File: src/rtl/bcf_pkg.sv
package bcf_pkg;

  localparam int unsigned WORD_BYTES   = 4;
  localparam int unsigned MAX_BC_BYTES = 10;

  typedef enum logic [1:0] {
    LEN_2B  = 2'd0,
    LEN_4B  = 2'd1,
    LEN_6B  = 2'd2,
    LEN_10B = 2'd3
  } len_code_e;

  // Byte count of a bytecode for a given length code.
  function automatic logic [3:0] len_bytes(input len_code_e code);
    case (code)
      LEN_2B:  return 4'd2;
      LEN_4B:  return 4'd4;
      LEN_6B:  return 4'd6;
      default: return 4'd10;
    endcase
  endfunction

  // Drop the lower half-word of a read when the fetch started mid-word.
  function automatic logic [31:0] align_word(input logic [31:0] word, input logic skip_low);
    return skip_low ? {16'h0000, word[31:16]} : word;
  endfunction

  // Number of useful bytes a read contributes.
  function automatic logic [2:0] word_yield(input logic rd, input logic skip_low);
    if (!rd) return 3'd0;
    return skip_low ? 3'd2 : 3'd4;
  endfunction

endpackage

File: src/rtl/bcf_addr_ctrl.sv
module bcf_addr_ctrl
  import bcf_pkg::*;
#(
  parameter int unsigned ADDR_W = 16,
  parameter logic [ADDR_W-1:0] RESET_PC = '0
) (
  input  logic              clk,
  input  logic              rst_n,
  input  logic              flush_i,
  input  logic [ADDR_W-1:0] flush_pc_i,
  input  logic              rd_en_i,
  input  logic [3:0]        take_i,
  output logic [ADDR_W-1:0] word_addr_o,
  output logic              skip_o,
  output logic [ADDR_W-1:0] head_pc_o
);

  localparam int unsigned WA_W = ADDR_W - 2;

  logic [WA_W-1:0]   waddr_q;
  logic              skip_q;
  logic [ADDR_W-1:0] head_q;
  logic [ADDR_W-1:0] target;

  assign target = flush_pc_i & ~ADDR_W'(1);

  always_ff @(posedge clk or negedge rst_n) begin
    if (!rst_n) begin
      waddr_q <= RESET_PC[ADDR_W-1:2];
      skip_q  <= RESET_PC[1];
      head_q  <= RESET_PC & ~ADDR_W'(1);
    end else if (flush_i) begin
      waddr_q <= target[ADDR_W-1:2];
      skip_q  <= target[1];
      head_q  <= target;
    end else begin
      if (rd_en_i) begin
        waddr_q <= waddr_q + WA_W'(1);
        skip_q  <= 1'b0;
      end
      head_q <= head_q + ADDR_W'(take_i);
    end
  end

  assign word_addr_o = {waddr_q, 2'b00};
  assign skip_o      = skip_q;
  assign head_pc_o   = head_q;

endmodule

File: src/rtl/bcf_merge.sv
module bcf_merge
  import bcf_pkg::*;
#(
  parameter int unsigned BUF_BYTES = 12,
  parameter int unsigned CNT_W     = 5
) (
  input  logic [8*BUF_BYTES-1:0]              buf_i,
  input  logic [CNT_W-1:0]                    occ_i,
  input  logic [31:0]                         rdata_i,
  input  logic                                rd_en_i,
  input  logic                                skip_i,
  output logic [8*(BUF_BYTES+WORD_BYTES)-1:0] win_o,
  output logic [CNT_W-1:0]                    avail_o,
  output logic [7:0]                          op_o
);

  localparam int unsigned WIN_W = 8 * (BUF_BYTES + WORD_BYTES);

  logic [31:0]      fresh;
  logic [WIN_W-1:0] fresh_ext;
  logic [WIN_W-1:0] buf_ext;

  assign fresh     = align_word(rdata_i, skip_i);
  assign buf_ext   = WIN_W'(buf_i);
  assign fresh_ext = rd_en_i ? (WIN_W'(fresh) << {occ_i, 3'b000}) : '0;

  // Buffered bytes above the count are held at zero, so OR merges cleanly.
  assign win_o   = buf_ext | fresh_ext;
  assign avail_o = occ_i + CNT_W'(word_yield(rd_en_i, skip_i));

  // Opcode path is independent of the read enable so the decoder reply
  // can feed the refill decision without a loop.
  assign op_o = (occ_i != '0) ? buf_i[7:0] : fresh[7:0];

endmodule

File: src/rtl/bcf_shift_buf.sv
module bcf_shift_buf
  import bcf_pkg::*;
#(
  parameter int unsigned BUF_BYTES = 12,
  parameter int unsigned CNT_W     = 5
) (
  input  logic                                clk,
  input  logic                                rst_n,
  input  logic                                clear_i,
  input  logic [8*(BUF_BYTES+WORD_BYTES)-1:0] win_i,
  input  logic [CNT_W-1:0]                    avail_i,
  input  logic [3:0]                          take_i,
  output logic [8*BUF_BYTES-1:0]              buf_o,
  output logic [CNT_W-1:0]                    occ_o
);

  localparam int unsigned WIN_W = 8 * (BUF_BYTES + WORD_BYTES);

  logic [WIN_W-1:0]       shifted;
  logic [8*BUF_BYTES-1:0] buf_q;
  logic [CNT_W-1:0]       occ_q;

  assign shifted = win_i >> {take_i, 3'b000};

  always_ff @(posedge clk or negedge rst_n) begin
    if (!rst_n) begin
      buf_q <= '0;
      occ_q <= '0;
    end else if (clear_i) begin
      buf_q <= '0;
      occ_q <= '0;
    end else begin
      buf_q <= shifted[8*BUF_BYTES-1:0];
      occ_q <= avail_i - CNT_W'(take_i);
    end
  end

  assign buf_o = buf_q;
  assign occ_o = occ_q;

endmodule

File: src/rtl/bytecode_fetch_buf.sv
module bytecode_fetch_buf
  import bcf_pkg::*;
#(
  parameter int unsigned       ADDR_W    = 16,
  parameter int unsigned       BUF_BYTES = 12,
  parameter logic [ADDR_W-1:0] RESET_PC  = '0
) (
  input  logic                      clk,
  input  logic                      rst_n,
  input  logic                      flush_i,
  input  logic [ADDR_W-1:0]         flush_pc_i,
  output logic                      mem_req_o,
  output logic [ADDR_W-1:0]         mem_addr_o,
  input  logic [31:0]               mem_rdata_i,
  output logic [7:0]                op_o,
  input  logic [1:0]                len_i,
  output logic                      bc_valid_o,
  input  logic                      bc_ready_i,
  output logic [8*MAX_BC_BYTES-1:0] bc_data_o,
  output logic [ADDR_W-1:0]         bc_pc_o,
  output logic                      bc_done_o
);

  localparam int unsigned WIN_BYTES  = BUF_BYTES + WORD_BYTES;
  localparam int unsigned WIN_W      = 8 * WIN_BYTES;
  localparam int unsigned CNT_W      = $clog2(WIN_BYTES + 1);
  localparam int unsigned REFILL_MAX = BUF_BYTES - WORD_BYTES;

  // Named internal events used by the bound checker.
  logic [8*BUF_BYTES-1:0] buf_q;
  logic [CNT_W-1:0]       occ;
  logic [WIN_W-1:0]       win;
  logic [CNT_W-1:0]       avail;
  logic                   skip;
  logic [ADDR_W-1:0]      head_pc;
  logic [3:0]             lenb;
  logic                   act;
  logic                   head_in_buf;
  logic [CNT_W-1:0]       occ_left;
  logic                   rd_en;
  logic                   valid;
  logic                   fire;
  logic [3:0]             take;

  always_comb begin
    act         = rst_n && !flush_i;
    lenb        = len_bytes(len_code_e'(len_i));
    head_in_buf = occ >= CNT_W'(lenb);
    occ_left    = occ - ((head_in_buf && bc_ready_i) ? CNT_W'(lenb) : '0);
    rd_en       = act && (occ_left <= CNT_W'(REFILL_MAX));
    valid       = act && (avail >= CNT_W'(lenb));
    fire        = valid && bc_ready_i;
    take        = fire ? lenb : 4'd0;
  end

  bcf_addr_ctrl #(
    .ADDR_W  (ADDR_W),
    .RESET_PC(RESET_PC)
  ) u_addr (
    .clk        (clk),
    .rst_n      (rst_n),
    .flush_i    (flush_i),
    .flush_pc_i (flush_pc_i),
    .rd_en_i    (rd_en),
    .take_i     (take),
    .word_addr_o(mem_addr_o),
    .skip_o     (skip),
    .head_pc_o  (head_pc)
  );

  bcf_merge #(
    .BUF_BYTES(BUF_BYTES),
    .CNT_W    (CNT_W)
  ) u_merge (
    .buf_i  (buf_q),
    .occ_i  (occ),
    .rdata_i(mem_rdata_i),
    .rd_en_i(rd_en),
    .skip_i (skip),
    .win_o  (win),
    .avail_o(avail),
    .op_o   (op_o)
  );

  bcf_shift_buf #(
    .BUF_BYTES(BUF_BYTES),
    .CNT_W    (CNT_W)
  ) u_buf (
    .clk    (clk),
    .rst_n  (rst_n),
    .clear_i(flush_i),
    .win_i  (win),
    .avail_i(avail),
    .take_i (take),
    .buf_o  (buf_q),
    .occ_o  (occ)
  );

  for (genvar gi = 0; gi < MAX_BC_BYTES; gi++) begin : g_out_byte
    assign bc_data_o[8*gi +: 8] = (4'(gi) < lenb) ? win[8*gi +: 8] : 8'h00;
  end

  assign mem_req_o  = rd_en;
  assign bc_valid_o = valid;
  assign bc_pc_o    = head_pc;
  assign bc_done_o  = fire;

endmodule

File: config.mk
export PLATFORM = sky130hd
export DESIGN_NAME = bytecode_fetch_buf
export DESIGN_NICKNAME = d
export VERILOG_FILES = /design/src/rtl/bcf_pkg.sv /design/src/rtl/bcf_addr_ctrl.sv /design/src/rtl/bcf_merge.sv /design/src/rtl/bcf_shift_buf.sv /design/src/rtl/bytecode_fetch_buf.sv
export SDC_FILE = /design/constraint.sdc
export NUM_CORES = 1
export LEC_CHECK = 0
export BUFFER_PORTS_ARGS = -buffer_cell sky130_fd_sc_hd__buf_2
export CAP_MARGIN = 5
export CORE_UTILIZATION = 55
export CTS_BUF_LIST = sky130_fd_sc_hd__clkbuf_16
export CTS_CLUSTER_DIAMETER = 30
export DETAILED_ROUTE_END_ITERATION = 8
export GPL_TIMING_DRIVEN = 0
export PLACE_DENSITY = 0.89
export SKIP_LAST_GASP = 1
export SLEW_MARGIN = 10
export SYNTH_ARGS = -nofsm -noshare
export SYNTH_HDL_FRONTEND = slang
export SYNTH_HIERARCHICAL = 1
export SYNTH_SLANG_ARGS = --single-unit
File: constraint.sdc
create_clock -name clk -period 10.55 [get_ports clk]
set_input_delay 2.11 -clock clk [delete_from_list [all_inputs] [get_ports clk]]
set_output_delay 2.11 -clock clk [all_outputs]
set_load 0.005 [all_outputs]
==> impl_metrics.toml <==
[timing]
min_period_ps = 10510
worstMarginPinSlew_ps = 1300
fmax_ghz = 0.0952
min_period_over_period_pct = 99.6
slew_headroom_pct = 12.6
finalHoldViolations = 0
final_max_slew_viol_count = 0
skew_ps = 13.9
report.final.setup_viol = 0
grt_setup_unrepaired = "no"

[synth]
yosysSeqAreaShare_pct = 24.6
synth.distinct_cells = 82
ys.flop_type = "dfrtp_1"
synthArstFlopShare_pct = 100
syn_area_per_cell_um2 = 9.22
synthCells = 1454
synth_edf_count = 0
ys_warn_count = 6
ys_ff_latch = 132
synth_area_um2 = 13400

[worst_setup_path]
start_kind = "input port"
r2r_setup_slack_ps = 3500
timing.rr.start = "u_buf/occ_o[1]"
worstPathRequired_ps = 8440
cp-end-kind = "primary output"
crit_end = "bc_data_o[55]"
critPathArrivalTime_ps = 8400
critPathKind = "input port to primary output"
r2r_cells = 26
critPathMaxFanout = 10
worstReg2RegEnd = "u_buf/buf_o[41]"
critical_path.startpoint = "len_i[1]"

[clocking]
cts-root-buf = "clkbuf_16"
cts_tree = "yes"
postCtsSetupBuffers = 0
cts_buffers = 17
h-tree-depth = 4
clk_latency_ps = 440
clock-sinks = 132
clk_pin_slew_worst_paths_ps = 60
clk_path_buf_depth = 2

[route]
ant_nets = 0
drc = 0
routed_wl_mm = 65.0
drtIter0Drc = 2278
vias = 14600
vias_per_cell = 7.34
firstDrtPassIters = 9
post_drt_wl_per_cell_um = 32.6

[global_routing]
grt_pass1_wl_mm = 91.6
globalRouteTotalUtil_pct = 52.4
grt_pass1_vias = 13800
grt_overflow = 0
antenna_found_initial = 3
grt_max_degree = 85

[flow_run]
max_cap_viol_count = 0

[placed_design]
place_inst = 1953
dp_hpwl_mm = 48.8
dpl_cell_area_um2 = 14700
portBuffers = 173
routabilityCongestion = 1.05

[die]
die_w_um = 158
num_io_pins = 177
die_h_um = 158
core-area_um2 = 23700
rows = 56
dieArea_um2 = 25000
initial_core_util_pct = 56.6

[worst_hold_path]
hold_path.class = "flop to flop"

[pwr]
p_leak_uw = 0.00658
power_density_nw_per_um2 = 180
vdd_drop_max_mv = 0.116

[layout]
layout.nets = 1734
design_area_um2 = 15400
drive_gt1_share_pct = 27.3
stdcell_count = 1991
area_growth_pct = 14.7
n_fill_cell = 2025

[run_status]
outcome = "finished clean"
==> per-layer routing <==
metal / wire length (um) / up-vias / global-route usage, %
met5: 162 / - / 2.07
li1: - / 5833 / -
met3: 11000 / 405 / 27.6
met2: 25300 / 1460 / 71.7
met4: 4620 / 8 / 31.7
met1: 23800 / 6907 / 64.2
==> critical path, cell delays in order <==
cell	delay, ps
buf_2	290
clkbuf_1	700
inv_1	180
ha_1	330
inv_1	160
ha_1	250
inv_1	60
o21ai_1	50
a2111o_1	450
and4_1	210
ha_1	270
inv_1	40
o22ai_1	150
a22oi_1	100
a211oi_2	490
nor2b_2	330
nand2_1	290
clkbuf_1	540
o31ai_1	1060
and2_1	230
buf_2	110
==> layout make-up <==
type	instances	area, um^2	share of cell area [%]
Timing Repair Buffer	175	907	5.90
Tap cell	319	399	2.60
Clock buffer	17	425	2.77
Sequential cell	132	3300	21.5
Antenna cell	6	15.0	0.0977
Inverter	33	125	0.814
Clock inverter	15	194	1.26
Buffer	131	856	5.57
Multi-Input combinational cell	1163	9150	59.5
==> cells in the mapped netlist, drive strengths merged (25+ instances only) <==
cell	n	area, um^2
a211oi	42	360
a21oi	44	250
a22oi	25	188
and2	64	400
buf	90	698
clkbuf	41	158
dfrtp	132	3300
inv	32	120
mux2	64	754
mux2i	159	1830
nand2	79	299
nor2	147	584
nor2b	31	199
nor3	26	151
o21ai	53	265
o21bai	49	368
o221ai	35	307
==> logic make-up (layout without fill, tap and decap cells) <==
logic type | after synthesis | in the layout | synth area share, %
other cells | 2 | 13 | 0.0560
mux | 246 | 246 | 23.1
compound gates | 393 | 393 | 21.7
simple gates | 469 | 469 | 19.0
buf+inv | 164 | 371 | 7.32
xor+xnor | 21 | 21 | 1.37
flops | 132 | 132 | 24.6
fa+ha+maj | 27 | 27 | 2.69
==> how the worst min path moves through the flow <==
| stage | start | to | slack (ps) | cells after the start |
|---|---|---|---|---|
| floorplan | u_addr/skip_o | u_addr/skip_o | 490 | 1 |
| global placement | u_addr/head_pc_o[15] | u_addr/head_pc_o[15] | 580 | 3 |
| detailed placement | u_addr/head_pc_o[0] | u_addr/head_pc_o[0] | 600 | 2 |
| CTS | u_addr/head_pc_o[0] | u_addr/head_pc_o[0] | 620 | 2 |
| global route | u_addr/head_pc_o[0] | u_addr/head_pc_o[0] | 640 | 2 |
| finish | u_addr/head_pc_o[0] | u_addr/head_pc_o[0] | 620 | 2 |
==> repair_timing <==
action                                  in CTS  in global routing
endpoints found under the setup margin       0                  1
hold buffers                                 0                  0
gates resized for setup                      0                  1
==> registers in the layout, indices dropped and copies added (netlist names) <==
name	cells
u_buf/occ_o	5
u_addr/head_pc_o	16
u_addr/skip_o	1
u_buf/buf_o	96
u_addr/waddr_q	14
==> through the flow <==
stage                     setup WS (ps)  hold WS [ps]  power (uW)  TNS [ps]  utilization (%)
final                              44.0           616        2770         0             64.9
after global routing               57.4           636        2830         0             64.9
after CTS                           414           617        2650         0             64.8
after detailed placement            441           599        2000         0             62.2
after global placement             -672           580        1980     -9110             62.0
after floorplan                    1810           486        1510         0                -
==> power breakdown <==
group	switching [uW]	total [uW]	internal [uW]
Sequential	42.2	612	570
Clock	269	648	379
Combinational	967	1510	539
Total	1280	2770	1490
==> cell usage in the layout (no fill, tap or decap), types with 19 or more instances in the layout <==
master / Yosys / layout
nand2_1: 78 / 78
clkbuf_1: 38 / 38
o21bai_1: 49 / 49
inv_1: 30 / 31
and2_1: 64 / 64
nor2_1: 138 / 138
o221ai_1: 35 / 35
a211oi_1: 33 / 32
mux2_2: 55 / 55
dfrtp_1: 132 / 132
buf_6: 19 / 20
a22oi_1: 25 / 25
nand2b_1: 21 / 21
mux2i_1: 135 / 135
a21oi_1: 36 / 36
mux4_2: 23 / 23
a221o_1: 22 / 22
buf_2: 41 / 213
nor2b_1: 29 / 29
o21ai_0: 47 / 47
buf_4: 21 / 22
ha_1: 24 / 24
o22ai_1: 19 / 19
nor3_1: 23 / 23
Power figures use the tool's default switching activity.
